<file path="src/rtl/dmae_pkg.sv">
package dmae_pkg;
   typedef enum logic [1:0] {
      POL_BURST = 2'b00,
      POL_STEAL = 2'b01,
      POL_IDLE  = 2'b10,
      POL_RSVD  = 2'b11
   } policy_e;

   typedef enum logic [1:0] {
      MV_IDLE = 2'b00,
      MV_RD   = 2'b01,
      MV_WR   = 2'b10
   } mover_st_e;

   localparam logic [2:0] REG_SRC  = 3'd0;
   localparam logic [2:0] REG_DST  = 3'd1;
   localparam logic [2:0] REG_LEN  = 3'd2;
   localparam logic [2:0] REG_CTRL = 3'd3;
   localparam logic [2:0] REG_STAT = 3'd4;
endpackage

</file>
<file path="src/rtl/dmae_regs.sv">
module dmae_regs
   import dmae_pkg::*;
#(
   parameter int unsigned AW  = 16,
   parameter int unsigned LW  = 16,
   parameter int unsigned OFS = 2
) (
   input  logic          clk,
   input  logic          rst_n,
   input  logic          cfg_we,
   input  logic [2:0]    cfg_addr,
   input  logic [31:0]   cfg_wdata,
   input  logic          busy,
   input  logic          finish,
   output logic [AW-1:0] src_word,
   output logic [AW-1:0] dst_word,
   output logic [LW-1:0] len,
   output policy_e       mode,
   output logic          start,
   output logic          done,
   output logic          irq
);
   logic          start_hit;
   logic          clr_hit;
   logic [AW-1:0] src_q, dst_q;
   logic [LW-1:0] len_q;
   policy_e       mode_q;
   logic          done_q, irq_q;

   assign start_hit = cfg_we && !busy && (cfg_addr == REG_CTRL) && cfg_wdata[0];
   assign clr_hit   = cfg_we && (cfg_addr == REG_STAT) && cfg_wdata[0];
   assign start     = start_hit && (len_q != '0);

   always_ff @(posedge clk) begin
      if (!rst_n) begin
         src_q  <= '0;
         dst_q  <= '0;
         len_q  <= '0;
         mode_q <= POL_BURST;
         done_q <= 1'b0;
         irq_q  <= 1'b0;
      end else begin
         if (cfg_we && !busy) begin
            case (cfg_addr)
               REG_SRC:  src_q  <= cfg_wdata[OFS +: AW];
               REG_DST:  dst_q  <= cfg_wdata[OFS +: AW];
               REG_LEN:  len_q  <= cfg_wdata[LW-1:0];
               REG_CTRL: mode_q <= policy_e'(cfg_wdata[2:1]);
               default: ;
            endcase
         end
         if (clr_hit) irq_q <= 1'b0;
         if (start_hit) begin
            if (len_q == '0) begin
               done_q <= 1'b1;
               irq_q  <= 1'b1;
            end else begin
               done_q <= 1'b0;
            end
         end
         if (finish) begin
            done_q <= 1'b1;
            irq_q  <= 1'b1;
         end
      end
   end

   assign src_word = src_q;
   assign dst_word = dst_q;
   assign len      = len_q;
   assign mode     = mode_q;
   assign done     = done_q;
   assign irq      = irq_q;

   // parameters and policy cannot change under a running copy
   p_cfg_frozen_r9: assert property (@(posedge clk) disable iff (!rst_n)
      (busy && cfg_we) |=> ($stable(len_q) && $stable(mode_q) && $stable(src_q)));

   // zero length completes at once with no copy started
   p_zero_len_r10: assert property (@(posedge clk) disable iff (!rst_n)
      (start_hit && len_q == '0) |=> (done_q && irq_q && !busy));
endmodule

</file>
<file path="src/rtl/dmae_arb.sv">
module dmae_arb
   import dmae_pkg::*;
#(
   parameter int unsigned STEAL_GAP = 1
) (
   input  logic    clk,
   input  logic    rst_n,
   input  policy_e mode,
   input  logic    busy,
   input  logic    want,
   input  logic    cpu_req,
   output logic    go,
   output logic    cpu_gnt
);
   logic gap_ok;

   generate
      if (STEAL_GAP == 1) begin : g_flag
         logic last_q;
         always_ff @(posedge clk) begin
            if (!rst_n) last_q <= 1'b0;
            else        last_q <= go;
         end
         assign gap_ok = !last_q;
      end else begin : g_cnt
         localparam int unsigned GW = $clog2(STEAL_GAP + 1);
         logic [GW-1:0] cnt_q;
         always_ff @(posedge clk) begin
            if (!rst_n)            cnt_q <= '0;
            else if (go)           cnt_q <= GW'(STEAL_GAP);
            else if (cnt_q != '0)  cnt_q <= cnt_q - 1'b1;
         end
         assign gap_ok = (cnt_q == '0);
      end
   endgenerate

   always_comb begin
      case (mode)
         POL_STEAL: begin
            go      = busy && want && gap_ok;
            cpu_gnt = cpu_req && !go;
         end
         POL_IDLE: begin
            go      = busy && want && !cpu_req;
            cpu_gnt = cpu_req;
         end
         default: begin
            go      = busy && want;
            cpu_gnt = cpu_req && !busy;
         end
      endcase
   end

   // the bus has one owner per cycle
   p_one_owner_r2: assert property (@(posedge clk) disable iff (!rst_n)
      !(go && cpu_gnt));
endmodule

</file>
<file path="src/rtl/dmae_mover.sv">
module dmae_mover
   import dmae_pkg::*;
#(
   parameter int unsigned AW = 16,
   parameter int unsigned LW = 16,
   parameter int unsigned DW = 32
) (
   input  logic            clk,
   input  logic            rst_n,
   input  logic            start,
   input  logic [AW-1:0]   src_word,
   input  logic [AW-1:0]   dst_word,
   input  logic [LW-1:0]   len,
   input  logic            go,
   input  logic [DW-1:0]   mem_rdata,
   output logic            busy,
   output logic            want,
   output logic            finish,
   output logic            mem_en,
   output logic            mem_we,
   output logic [AW-1:0]   mem_addr,
   output logic [DW/8-1:0] mem_be,
   output logic [DW-1:0]   mem_wdata
);
   localparam int unsigned LANES = DW / 8;

   mover_st_e     st_q;
   logic [AW-1:0] sp_q, dp_q;
   logic [LW-1:0] rem_q;
   logic [DW-1:0] buf_q;
   logic          fresh_q;
   logic          last_word;

   assign busy      = (st_q != MV_IDLE);
   assign want      = busy;
   assign last_word = (rem_q <= LW'(LANES));
   assign mem_en    = go;
   assign mem_we    = (st_q == MV_WR);
   assign mem_addr  = (st_q == MV_WR) ? dp_q : sp_q;
   assign mem_wdata = fresh_q ? mem_rdata : buf_q;
   assign finish    = go && (st_q == MV_WR) && last_word;

   generate
      for (genvar i = 0; i < LANES; i++) begin : g_lane
         assign mem_be[i] = (st_q == MV_WR) && (rem_q > LW'(i));
      end
   endgenerate

   always_ff @(posedge clk) begin
      if (!rst_n) begin
         st_q    <= MV_IDLE;
         sp_q    <= '0;
         dp_q    <= '0;
         rem_q   <= '0;
         buf_q   <= '0;
         fresh_q <= 1'b0;
      end else begin
         fresh_q <= go && (st_q == MV_RD);
         if (fresh_q) buf_q <= mem_rdata;
         case (st_q)
            MV_IDLE: if (start) begin
               sp_q  <= src_word;
               dp_q  <= dst_word;
               rem_q <= len;
               st_q  <= MV_RD;
            end
            MV_RD: if (go) begin
               sp_q <= sp_q + 1'b1;
               st_q <= MV_WR;
            end
            MV_WR: if (go) begin
               dp_q <= dp_q + 1'b1;
               if (last_word) begin
                  rem_q <= '0;
                  st_q  <= MV_IDLE;
               end else begin
                  rem_q <= rem_q - LW'(LANES);
                  st_q  <= MV_RD;
               end
            end
            default: st_q <= MV_IDLE;
         endcase
      end
   end

   // every destination write carries at least the lowest lane
   p_be_low_lane_r6: assert property (@(posedge clk) disable iff (!rst_n)
      (mem_en && mem_we) |-> mem_be[0]);

   // a write is always preceded by its read
   p_rd_then_wr_r2: assert property (@(posedge clk) disable iff (!rst_n)
      (mem_en && !mem_we) |=> (busy && mem_we));
endmodule

</file>
<file path="src/rtl/dmae_top.sv">
module dmae_top
   import dmae_pkg::*;
#(
   parameter int unsigned AW        = 16,
   parameter int unsigned LW        = 16,
   parameter int unsigned DW        = 32,
   parameter int unsigned STEAL_GAP = 1
) (
   input  logic            clk,
   input  logic            rst_n,
   input  logic            cfg_we,
   input  logic [2:0]      cfg_addr,
   input  logic [31:0]     cfg_wdata,
   input  logic            cpu_req,
   output logic            cpu_gnt,
   output logic            mem_en,
   output logic            mem_we,
   output logic [AW-1:0]   mem_addr,
   output logic [DW/8-1:0] mem_be,
   output logic [DW-1:0]   mem_wdata,
   input  logic [DW-1:0]   mem_rdata,
   output logic            busy_o,
   output logic            done_o,
   output logic            irq_o
);
   localparam int unsigned OFS = $clog2(DW / 8);

   generate
      if (DW < 8 || (DW % 8) != 0) begin : g_bad_dw
         $error("DW must be a nonzero multiple of 8");
      end
      if (OFS + AW > 32 || LW > 32 || LW <= OFS) begin : g_bad_aw
         $error("address or length width does not fit the register bus");
      end
      if (STEAL_GAP < 1) begin : g_bad_gap
         $error("STEAL_GAP must be at least 1");
      end
   endgenerate

   logic [AW-1:0] src_word, dst_word;
   logic [LW-1:0] len;
   policy_e       mode;
   logic          start, finish, busy, want, go;

   dmae_regs #(.AW(AW), .LW(LW), .OFS(OFS)) u_regs (
      .clk, .rst_n, .cfg_we, .cfg_addr, .cfg_wdata,
      .busy, .finish, .src_word, .dst_word, .len, .mode,
      .start, .done(done_o), .irq(irq_o)
   );

   dmae_arb #(.STEAL_GAP(STEAL_GAP)) u_arb (
      .clk, .rst_n, .mode, .busy, .want, .cpu_req, .go, .cpu_gnt
   );

   dmae_mover #(.AW(AW), .LW(LW), .DW(DW)) u_mover (
      .clk, .rst_n, .start, .src_word, .dst_word, .len, .go, .mem_rdata,
      .busy, .want, .finish, .mem_en, .mem_we, .mem_addr, .mem_be, .mem_wdata
   );

   assign busy_o = busy;

   // no CPU grant during a burst copy
   p_burst_hold_r3: assert property (@(posedge clk) disable iff (!rst_n)
      (busy_o && mode == POL_BURST) |-> !cpu_gnt);

   // stolen cycles are never adjacent
   p_steal_gap_r4: assert property (@(posedge clk) disable iff (!rst_n)
      (mode == POL_STEAL && mem_en) |=> !mem_en);

   // a requesting CPU always wins in idle-only policy
   p_idle_yield_r5: assert property (@(posedge clk) disable iff (!rst_n)
      (mode == POL_IDLE && cpu_req) |-> (!mem_en && cpu_gnt));

   // completion is only flagged once the engine is idle
   p_done_idle_r7: assert property (@(posedge clk) disable iff (!rst_n)
      done_o |-> !busy_o);
endmodule

</file>
<file path="config.mk">
export PLATFORM = sky130hd
export DESIGN_NAME = dmae_top
export DESIGN_NICKNAME = d
export VERILOG_FILES = /design/src/rtl/dmae_pkg.sv /design/src/rtl/dmae_regs.sv /design/src/rtl/dmae_arb.sv /design/src/rtl/dmae_mover.sv /design/src/rtl/dmae_top.sv
export SDC_FILE = /design/constraint.sdc
export NUM_CORES = 1
export LEC_CHECK = 0
export ABC_AREA = 1
export CAP_MARGIN = 0
export CORE_UTILIZATION = 55
export DETAILED_ROUTE_END_ITERATION = 8
export DONT_BUFFER_PORTS = 1
export PLACE_DENSITY = 0.75
export SETUP_SLACK_MARGIN = 0.5
export SLEW_MARGIN = 15
export SYNTH_ARGS = -nofsm -noshare
export SYNTH_HDL_FRONTEND = slang
export SYNTH_SLANG_ARGS = --single-unit
</file>
<file path="constraint.sdc">
create_clock -name clk -period 3.6 [get_ports clk]
set_clock_uncertainty 0.15 [all_clocks]
set_input_delay 0.18 -clock clk [delete_from_list [all_inputs] [get_ports clk]]
set_output_delay 0.18 -clock clk [all_outputs]
set_load 0.01 [all_outputs]
</file>
# After elaboration in Yosys (flattened, before gate mapping)
# Index checks and enable logic that the tools add are counted.
[totals]
output_inout_bits = 58
in_bits = 71
regBits = 136
[classes]
n_eq_ne = 11
reduce_logical = 36
n_mux = 26
magnitude_cmp = 5
add_sub_neg = 3
[ops]
columns = ["op", "count"]
rows = [
  ["$mux W16", 8],
  ["$pmux W16 S2", 3],
  ["$add A16 B1 Y16 const B", 2],
  ["$gt A16 B1 Y1 const B", 2],
  ["$gt A16 B2 Y1 const B", 2],
  ["$mux W32", 1],
  ["$logic_and A1 B1 Y1", 17],
  ["$le A16 B3 Y1 const B", 1],
  ["$logic_not A16 Y1", 1],
  ["$reduce_bool A16 Y1", 1],
  ["$sub A16 B3 Y16 const B", 1],
  ["$reduce_and A3 Y1", 3],
  ["$mux W1", 8],
  ["$reduce_and A2 Y1", 4],
  ["$reduce_bool A2 Y1", 4],
  ["$eq A3 B2 Y1 const B", 2],
  ["$mux W2", 3],
  ["$pmux W2 S3", 1],
  ["$eq A2 B1 Y1 const B", 2],
  ["$eq A2 B2 Y1 const B", 2],
  ["$logic_not A1 Y1", 4],
  ["$ne A2 B1 Y1 const B", 2],
  ["$pmux W1 S2", 2],
  ["$eq A3 B1 Y1 const B", 1],
  ["4 further kinds", 4],
]

# Logic depth before layout (Yosys ltp)
# Gate-level depths: netlist (run 1).
[depth]
word_depth = 8
ltp_mapped = 11
depth_no_buf = 11

# By module
# A second synthesis (run 1) with hierarchy kept.
[hier_totals]
hier_cells = 1072
area_unflattened_um2 = 6982.9
[modules_own_cells]
columns = ["module", "area_per_inst_um2", "n_inst", "cells_per_inst"]
rows = [
  ["dmae_mover", 4798.4, 1, 788],
  ["dmae_regs", 2053.2, 1, 262],
  ["dmae_arb", 131.4, 1, 22],
]

# Least setup slack after synthesis (run 1)
# Ideal clock, no wire load.
[synth_timing]
path_type = "reg2reg"
start = "register u_mover.rem_q[2]"
end = "register u_mover.rem_q[10]"
required_time_ns = 3.333
setup_slack_ns = 1.856
arrival_ns = 1.477
period_less_slack_ns = 1.744
path_buffers = 1
stages_incl_launch_ff = 11
cell_sequence = "dfxtp_1 > inv_1 > ha_1 > inv_1 > nor2_1 > nand2_1 > nand3_2 > buf_4 > nor2_1 > nor2_1 > nor2_1"
[synth_between]
elab_chain_len = 4
elab_cells_between_ends = 5
[synth_lines]
columns = ["element", "line_no", "rtl"]
rows = [
  ["from (decl)", "dmae_mover.sv:29", "logic [LW-1:0] rem_q;"],
  ["from (signal assigned)", "dmae_mover.sv:64", "rem_q <= len;"],
  ["from (signal assigned)", "dmae_mover.sv:77", "rem_q <= rem_q - LW'(LANES);"],
  ["$sub A16 B3 Y16 or $le A16 B3 Y1 (tied branches)", "dmae_mover.sv:77, dmae_mover.sv:36", ""],
  ["$mux W16 (*)", "dmae_mover.sv:73", "if (last_word) begin"],
  ["$mux W16 (*)", "dmae_mover.sv:71", "MV_WR: if (go) begin"],
  ["$pmux W16 S2 (*)", "dmae_mover.sv:60", "case (st_q)"],
]
# Mark *: on every way between the ends. The rest lies on a longest branch, timed or not. The select of a mux whose other input is x is not followed.
# A chain may end at the register's enable or synchronous reset.

# Final worst setup path (run 1)
[layout_timing]
start = "register u_regs.mode_q[0], in the netlist u_regs.mode[0]"
end = "register u_mover.sp_q[3]"
[layout_between]
elab_chain_len = 4
elab_cells_between_ends = 5
[layout_lines]
columns = ["element", "line_no", "rtl"]
rows = [
  ["from (decl)", "dmae_regs.sv:27", "policy_e mode_q;"],
  ["from (signal assigned)", "dmae_regs.sv:48", "REG_CTRL: mode_q <= policy_e'(cfg_wdata[2:1]);"],
  ["$eq A2 B2 Y1 or $eq A2 B1 Y1 (tied branches)", "dmae_arb.sv:38", "case (mode)"],
  ["$pmux W1 S2 (*)", "dmae_arb.sv:38", ""],
  ["$ne A2 B1 Y1 (no line) (*)", "-", ""],
  ["$reduce_and A3 Y1 (no line) (*)", "-", ""],
  ["to (signal assigned)", "dmae_mover.sv:62", "sp_q <= src_word;"],
  ["to (signal assigned)", "dmae_mover.sv:68", "sp_q <= sp_q + 1'b1;"],
  ["to (decl)", "dmae_mover.sv:28", "logic [AW-1:0] sp_q, dp_q;"],
]
# Mark *: on every way between the ends. The rest lies on a longest branch, timed or not.

==> results of run 1 <==
-- tightest hold or removal path, cell delays in order --
cell and delay [ns]:
nand3_1 0.13, nor2_1 0.07, inv_1 0.10, a21oi_1 0.07
-- where the power goes --
| part | total (mW) | internal (mW) | switching, mW |
|---|---|---|---|
| clock | 1.72 | 0.981 | 0.741 |
| combinational | 0.766 | 0.264 | 0.502 |
| sequential | 1.66 | 1.59 | 0.0731 |
-- worst max path at each step --
stage | to | slack [ns] | cells past startpoint
floorplan | u_mover.rem_q[10]$_SDFFE_PN0P_ | 1.86 | 10
global placement | u_mover.dp_q[0]$_SDFFE_PN0P_ | 1.27 | 8
detailed placement | u_mover.dp_q[4]$_SDFFE_PN0P_ | 1.25 | 8
CTS | u_mover.sp_q[3]$_SDFFE_PN0P_ | 1.23 | 8
global route | u_mover.sp_q[3]$_SDFFE_PN0P_ | 1.0 | 8
finish | u_mover.sp_q[3]$_SDFFE_PN0P_ | 1.20 | 8
-- cell usage in the layout (no fill, tap or decap), drive strengths merged, types with 5 or more instances in the layout --
cell type	instances
nand2	270
nor2	243
dfxtp	136
o21ai	116
inv	86
a21oi	70
dlygate4sd3	58
nand3	47
clkbuf	17
nand4	11
buf	8
nor3	8
ha	6
xnor2	5
-- logic make-up (layout without fill, tap and decap cells) --
family	Yosys count	count (layout)	share of synthesized area
simple gates	588	588	0.347
compound gates	202	202	0.156
flops	136	136	0.398
buf+inv	126	174	0.0776
xor+xnor	9	9	0.0115
fa+ha+maj	6	6	0.0110
other cells	0	1	0
-- per-layer routing --
| metal | wire length [um] | part of all wire | track usage | up-vias |
|---|---|---|---|---|
| li1 | - | - | - | 3497 |
| met1 | 8340 | 0.45 | 0.361 | 3102 |
| met2 | 8790 | 0.47 | 0.483 | 213 |
| met3 | 1140 | 0.061 | 0.0786 | 26 |
| met4 | 371 | 0.020 | 0.127 | 0 |
| met5 | 0 | 0 | 0 | - |
-- per-stage QoR --
stage | cells | worst slack (ns)
6_report | 1284 | 1.20
5_1_grt | 1284 | 0.999
4_1_cts | 1283 | 1.23
3_5_place_dp | 1192 | 1.25
3_3_place_gp | 1192 | 1.27
2_1_floorplan | 1067 | 1.86
-- state kept, by name, summed over array words and instances (netlist names) --
| name | count |
|---|---|
| u_mover.sp_q | 16 |
| u_regs.dst_word | 16 |
| u_mover.rem_q | 16 |
| u_regs.mode | 2 |
| u_regs.len | 16 |
| u_mover.dp_q | 16 |
| u_mover.fresh_q | 1 |
| u_regs.irq | 1 |
| u_regs.src_word | 16 |
| u_arb.g_flag.last_q | 1 |
| u_mover.st_q | 2 |
| u_regs.done | 1 |
| u_mover.buf_q | 32 |
-- cell type report --
| cell class | count | area, um2 |
|---|---|---|
| inverters | 76 | 285 |
| clock buffers | 17 | 425 |
| clock inverters | 15 | 156 |
| well taps | 168 | 210 |
| multi-input cells | 805 | 3590 |
| diodes | 1 | 2.50 |
| flip-flops and latches | 136 | 2720 |
| repair buffers | 66 | 661 |
| fillers | 1082 | 4000 |
==> metrics.cfg, run 1 <==
[status]
status=finished clean

[clock_network]
cts-root-buf=clkbuf_16
path_clk_slew_ns=0.06
cts_tree=done
cts_buffer_depth=2
hold_buffers=59
cts_buffers=17
cts-htree-levels=4
clk_latency_ns=0.43
clkSinkCount=136
cts.repair.resized=0
post-cts-setup-buffer-count=0

[worst_setup_path]
cp-start-kind=register
slowest_delay_ns=0.51
path_cells=inv_1, ha_1, nand3b_1, nand2_1, nand2_1, inv_1, nand2_1, a21oi_1
crit_top_cell=nand2_1
path_class=register to register
startpoint=u_regs.mode[0]$_SDFFE_PN0N_
worstRegToRegCells=8
critPathBufInv=2
cp-end-kind=register
cp.arrival_ns=2.61
slowest_stage=inv_1
cp.required_ns=3.81
crit_fanout=21
timing.rr.start=u_regs.mode[0]$_SDFFE_PN0N_
r2r_setup_slack_ns=1.20
worst_path_dominant_cell_family=simple AND/OR/NAND/NOR gates
r2r_end=u_mover.sp_q[3]$_SDFFE_PN0P_

[timing]
fin_crit_sh=0.667
slew_headroom=0.400
timing.fmax_mhz=416
hold_viol=0
whs_ns=0.0196
min_period_ns=2.40
setup_violations=0
slew_viol_final=0
tns_ns=0
rsz0062_at_grt=no
worst_pin_slew_ns=0.899

[yosys]
synthArstFlopShare=0
yosysSeqAreaShare=0.398
synth_area_leaders=dfxtp_1, nand2_1, nor2_1
yosys.area.top_type_share=0.398
synth.avg_cell_area_um2=6.42
synth_cells=1067
synthDistinctLibCells=42
netlist.top_cell.by_area=dfxtp_1
ys.flop_type=dfxtp_1
synth-seq-cells=136
synth_area_um2=6850
ys_warn_count=0
yosysMostFrequentCell=nand2_1
synth_edf_count=0
synthTopCellsByCount=nand2_1, nor2_1, dfxtp_1
synth_nets=1144

[grt]
grt_pass1_wl_um=29800
track_usage=0.293
grt-ovfl-total=0
antenna_found_initial=1
grt_pass1_vias=6241
grt_max_degree=90

[min_path]
hp-class=input pin to register
hold-path-endpoint=u_regs.mode[1]$_SDFFE_PN0N_
min-delay-start=cfg_addr[0]
whs_path_depth=4

[run]
drv_cap=0

[cells_and_area]
fin_area_um2=8060
utilization=0.668
finalNetCount=1179
syn_to_final_growth_pct=17.6
drive_gt1_frac=0.0538

[die]
rows=40
die_w_um=114
pin_count=129
die_height_um=114
core_um2=12100
initial_core_util=0.568
die_area_um2=12900

[drt]
wirelength_um=18600
viasPerCell=5.33
drc=0
vias=6838
drtAntennaViolNets=0
drt-initial-drc-count=449
wl_per_cell_um=14.5
drt-pass1-iter-count=5

[power]
cellPowerDensity_nw_per_um2=515
finalPower_mw=4.15
leakage_nw=3.49
vdd_drop_max_uv=292

[place]
dpl.hpwl_um=11800
port-buffer-count=0
gp_congestion=0.945
dpl-instance-area_um2=6870

Note: power is estimated with default switching activity, not from simulation.
==> run 2, diff against run 1 <==
- clock period: 3.6 -> 2.4 ns (I/O delays scaled with it)
==> metrics.cfg, run 2 (synthesis gave the netlist of run 1 again) <==
[worst_setup_path]
worstRegToRegCells=7  ; was 8
timing.rr.start=u_mover.st_q[0]$_SDFFE_PN0P_  ; was u_regs.mode[0]$_SDFFE_PN0N_
cp.arrival_ns=1.77  ; was 2.61 ns
cp-end-kind=output port  ; was register
r2r_end=u_regs.mode[0]$_SDFFE_PN0N_  ; was u_mover.sp_q[3]$_SDFFE_PN0P_
crit_fanout=29  ; was 21
crit_top_cell=nor2_1  ; was nand2_1
worst_path_dominant_cell_family=buffers and inverters  ; was simple AND/OR/NAND/NOR gates
critPathBufInv=3  ; was 2
cp.depth=6  ; was 8
path_cells=inv_1, nand2_2, buf_6, buf_8, nor2_1, nor2_1  ; was inv_1, ha_1, nand3b_1, nand2_1, nand2_1, inv_1, nand2_1, a21oi_1
slowest_stage=dfxtp_1  ; was inv_1
path_class=register to output port  ; was register to register
cp.required_ns=2.13  ; was 3.81 ns
r2r_setup_slack_ns=0.47  ; was 1.20 ns
slowest_delay_ns=0.37  ; was 0.51 ns
cp-start-kind=register  ; unchanged

[status]
violations=negative hold slack
status=complete, but fails checks  ; was finished clean

[power]
comb_power_share=0.215  ; was 0.185
vdd_drop_max_uv=481  ; was 292 uV
power_switching_mw=1.97  ; was 1.32 mW
cellPowerDensity_nw_per_um2=768  ; was 515 nW/um2
switching_share=0.294  ; was 0.317
leakage_nw=3.75  ; was 3.49 nW
seq_power_share=0.375  ; was 0.401
intPower_mw=4.73  ; was 2.83 mW
power_frac_clock=0.410  ; was 0.415

[timing]
slew_viol_final=0  ; unchanged
timing.fmax_mhz=489
worst_pin_slew_ns=0.686  ; was 0.899 ns
setup_violations=0  ; unchanged
rsz0062_at_grt=yes  ; was no
min_period_ns=2.04
hold_viol=1  ; was 0
fin_crit_sh=0.851
whs_ns=-0.00913  ; was 0.0196 ns
slew_headroom=0.541  ; was 0.400
tns_ns=0  ; unchanged

[cells_and_area]
layout.cells.most_common=nand2_1  ; unchanged
drive_gt1_frac=0.115  ; was 0.0538
finalNetCount=1214  ; was 1,179
syn_to_final_growth_pct=27.3  ; was 17.6%
diodes=0  ; was 1
largest_register=u_mover.buf_q  ; unchanged
utilization=0.723  ; was 0.668
final_cell_mix=nand2_1, nor2_1, dfxtp_1  ; unchanged
fillers=946  ; was 1,082
largest_reg_flops=32  ; unchanged

[drt]
vias=7355  ; was 6,838
viasPerCell=5.59  ; was 5.33
wirelength_um=21500  ; was 18,600 um
drc=0  ; unchanged
drt-initial-drc-count=763  ; was 449
wl_per_cell_um=16.3  ; was 14.5 um
drt-pass1-iter-count=6  ; was 5
drtAntennaViolNets=0  ; unchanged

[min_path]
hold-path-endpoint=u_regs.dst_word[1]$_SDFFE_PN0P_  ; was u_regs.mode[1]$_SDFFE_PN0N_
whs_path_depth=4  ; unchanged
hp-class=input pin to register  ; unchanged
min-delay-start=rst_n  ; was cfg_addr[0]

[place]
gp_congestion=0.890  ; was 0.945
port-buffer-count=0  ; unchanged
dpl.hpwl_um=12400  ; was 11,800 um

[clock_network]
cts_tree=done  ; unchanged
clk_latency_ns=0.43  ; about the same
cts_buffer_depth=2  ; unchanged
clkSinkCount=136  ; unchanged
cts-root-buf=clkbuf_16  ; unchanged
cts_buffers=17  ; unchanged
path_clk_slew_ns=0.06  ; about the same
cts-htree-levels=4  ; unchanged

[run]
drv_cap=0  ; unchanged

[grt]
antenna_found_initial=0  ; was 1
grt_pass1_vias=6279  ; was 6,241
grt_max_degree=94  ; was 90
track_usage=0.303  ; was 0.293
grt-ovfl-total=0  ; unchanged
grt_pass1_wl_um=30500  ; was 29,800 um

[die]
die_w_um=114  ; unchanged
core_um2=12100  ; unchanged
die_height_um=114  ; unchanged
rows=40  ; unchanged
pin_count=129  ; unchanged
die_area_um2=12900  ; unchanged
initial_core_util=0.568  ; unchanged

## run 2: worst reg2reg max path: stages (launching register included)
cell and delay (ns):
dfxtp_1 0.33, nor2_2 0.15, nand2_2 0.12, nor2_1 0.09, dlygate4sd3_1 0.56, inv_1 0.08, o21ai_0 0.24, a21oi_1 0.08
## run 2: layer usage
layer,global-route usage,vias to the layer above,wire length [um]
li1,-,3567,-
met1,0.380,3371,8810
met2,0.498,358,10100
met3,0.0712,59,1860
met4,0.132,0,685
met5,0,-,0
## run 2: how the worst max path moves through the flow
| stage | from | end | slack [ns] |
|---|---|---|---|
| floorplan | u_mover.rem_q[2]$_SDFFE_PN0P_ | u_mover.rem_q[7]$_SDFFE_PN0P_ | 0.66 |
| global placement | u_regs.mode[0]$_SDFFE_PN0N_ | u_mover.dp_q[4]$_SDFFE_PN0P_ | 0.30 |
| detailed placement | u_regs.mode[0]$_SDFFE_PN0N_ | u_mover.dp_q[4]$_SDFFE_PN0P_ | 0.23 |
| CTS | u_mover.st_q[0]$_SDFFE_PN0P_ | mem_addr[8] | 0.35 |
| global route | u_mover.st_q[0]$_SDFFE_PN0P_ | mem_addr[8] | 0.28 |
| finish | u_mover.st_q[0]$_SDFFE_PN0P_ | mem_addr[8] | 0.36 |
## run 2: metrics by stage
| stage | setup WS [ns] | total power, mW | cell area (um2) | hold WS, ns | cells |
|---|---|---|---|---|---|
| after floorplan | 0.656 | 3.37 | 6850 | 0.105 | 1067 |
| after global placement | 0.295 | 3.57 | 6940 | 0.107 | 1200 |
| after detailed placement | 0.233 | 3.59 | 6940 | 0.114 | 1200 |
| after CTS | 0.355 | 6.46 | 8250 | -0.0638 | 1293 |
| after global routing | 0.283 | 6.95 | 8720 | 0.0270 | 1316 |
| final | 0.356 | 6.69 | 8720 | -0.00913 | 1316 |
## run 2: power groups by stage
stage | Sequential, mW | Combinational (mW) | Clock (mW)
detailed placement | 2.54 | 1.04 | 0
global placement | 2.54 | 1.03 | 0
finish | 2.51 | 1.44 | 2.75
global route | 2.52 | 1.57 | 2.86
floorplan | 2.51 | 0.861 | 0
CTS | 2.50 | 1.21 | 2.76
## run 2: area by class of cell
cell class                      instances  area (um2)  share of cell area
Clock inverter                          8         146              0.0168
Sequential cell                       136        2730               0.314
Tap cell                              168         210              0.0241
Inverter                               76         300              0.0344
Clock buffer                           22         464              0.0532
Timing Repair inverter                  1        7.51            0.000861
Timing Repair Buffer                  100        1120               0.129
Multi-Input combinational cell        805        3730               0.428
## run 2: what timing repair did
item	in CTS	in global routing
gates cloned	0	6
hold buffers	59	3
setup endpoints to repair	43	83
buffers inserted	4	14
hold endpoints to repair	135	15
resized for setup	18	71
pin swaps	2	10
==> run 3, diff against run 2 <==
- CORE_UTILIZATION: 55 -> 50
- PLACE_DENSITY: 0.75 -> 0.7
- RECOVER_POWER: not set -> 100
==> metrics.cfg, run 3 (synthesis gave the netlist of run 1 again) <==
[cells_and_area]
syn_to_final_growth_pct=23.6  ; was 27.3%
fillers=1170  ; was 946
largest_register=u_mover.buf_q  ; unchanged
drive_gt1_frac=0.0904  ; was 0.115
diodes=0  ; unchanged
final_cell_mix=nand2_1, nor2_1, dfxtp_1  ; unchanged
largest_reg_flops=32  ; unchanged
finalNetCount=1204  ; was 1,214
layout.cells.most_common=nand2_1  ; unchanged

[drt]
drc=0  ; unchanged
viasPerCell=5.35  ; was 5.59
wirelength_um=19900  ; was 21,500 um
drtAntennaViolNets=0  ; unchanged
wl_per_cell_um=15.1  ; was 16.3 um
drt-pass1-iter-count=5  ; was 6
drt-initial-drc-count=566  ; was 763
vias=7038  ; was 7,355

[die]
die_w_um=119  ; was 114 um
die_height_um=119  ; was 114 um
core_um2=13300  ; was 12,100 um2
initial_core_util=0.515  ; was 0.568
pin_count=129  ; unchanged
rows=42  ; was 40
die_area_um2=14200  ; was 12,900 um2

[worst_setup_path]
cp.arrival_ns=1.82  ; was 1.77 ns
cp-end-kind=output port  ; unchanged
cp-start-kind=register  ; unchanged
cp.required_ns=2.13  ; about the same
path_class=register to output port  ; unchanged
crit_fanout=17  ; was 29

[place]
gp_congestion=0.903  ; was 0.890
dpl.hpwl_um=12400  ; about the same
port-buffer-count=0  ; unchanged

[run]
drv_cap=0  ; unchanged

[timing]
whs_ns=0.0111  ; was -0.00913 ns
hold_viol=0  ; was 1
setup_violations=0  ; unchanged
rsz0062_at_grt=yes  ; unchanged
slew_headroom=0.533  ; was 0.541
slew_viol_final=0  ; unchanged
worst_pin_slew_ns=0.700  ; was 0.686 ns
timing.fmax_mhz=478  ; was 489 MHz
min_period_ns=2.09  ; was 2.04 ns
fin_crit_sh=0.871  ; was 0.851
tns_ns=0  ; unchanged

[clock_network]
cts-htree-levels=4  ; unchanged
cts_buffers=17  ; unchanged
clkSinkCount=136  ; unchanged
cts_tree=done  ; unchanged
clk_latency_ns=0.43  ; about the same
path_clk_slew_ns=0.06  ; about the same
cts-root-buf=clkbuf_16  ; unchanged
cts_buffer_depth=2  ; unchanged

[power]
vdd_drop_max_uv=552  ; was 481 uV
leakage_nw=3.66  ; was 3.75 nW
cellPowerDensity_nw_per_um2=781  ; was 768 nW/um2

[grt]
grt_pass1_wl_um=31200  ; was 30,500 um
track_usage=0.275  ; was 0.303
grt-ovfl-total=0  ; unchanged
grt_max_degree=94  ; unchanged
antenna_found_initial=0  ; unchanged
grt_pass1_vias=6345  ; was 6,279

[status]
status=finished clean  ; was complete, but fails checks

[min_path]
hp-class=input pin to register  ; unchanged

==> run 3: path summary, 6_finish.rpt <==
kind / from / end / slack (ns) / depth (start not counted)
max reg2reg: u_mover.st_q[1]$_SDFFE_PN0P_ / u_mover.sp_q[15]$_SDFFE_PN0P_ / 0.37 / 8
min: cfg_addr[0] / u_regs.src_word[0]$_SDFFE_PN0P_ / 0.01 / 4
max: u_mover.st_q[0]$_SDFFE_PN0P_ / mem_addr[3] / 0.31 / 6
min reg2reg: u_regs.dst_word[0]$_SDFFE_PN0P_ / u_regs.dst_word[0]$_SDFFE_PN0P_ / 0.30 / 2
==> run 3: routing by layer <==
layer,share of wire,track usage
met5,0,0
met4,0.020,0.112
met1,0.43,0.343
met2,0.47,0.450
met3,0.074,0.0714
==> run 3: through the flow <==
stage / power (mW) / cells / worst slack, ns / utilization / cell area (um2)
CTS: 6.53 / 1302 / 0.476 / 0.623 / 8290
finish: 6.62 / 1316 / 0.310 / 0.637 / 8470
floorplan: 3.37 / 1067 / 0.656 / - / 6850
global placement: 3.57 / 1208 / 0.351 / 0.522 / 6940
detailed placement: 3.58 / 1208 / 0.310 / 0.522 / 6940
global route: 6.91 / 1316 / 0.199 / 0.637 / 8470
==> run 3: worst max-delay path, cell delays in order (launching register included) <==
cell and delay (ns):
dfxtp_1 0.34, inv_1 0.06, nand2_1 0.28, inv_4 0.10, buf_12 0.18, o21ai_0 0.25
buf_4 0.18
==> run 3: timing repair <==
item,CTS,global route
gates resized for setup,20,55
pin swaps,1,11
setup buffers,2,10
endpoints found under the hold margin,131,0
hold buffers,60,0
endpoints found under the setup margin,52,88
gates cloned,0,4
==> run 3: report_power, final <==
group | internal [mW] | leakage (nW) | total (mW) | switching, mW
registers | 2.39 | 1.11 | 2.50 | 0.114
clock network | 1.75 | 0.301 | 2.79 | 1.05
logic | 0.491 | 2.25 | 1.32 | 0.827
total | 4.63 | 3.66 | 6.62 | 1.99
==> run 3: area by class of cell <==
cell class / instances / area, um2 / area share
inverters: 76 / 300 / 0.0355
repair buffers: 90 / 916 / 0.108
flip-flops and latches: 136 / 2730 / 0.323
repair inverters: 1 / 7.51 / 0.000887
well taps: 176 / 220 / 0.0260
clock inverters: 14 / 198 / 0.0233
multi-input cells: 805 / 3660 / 0.433
clock buffers: 18 / 429 / 0.0507
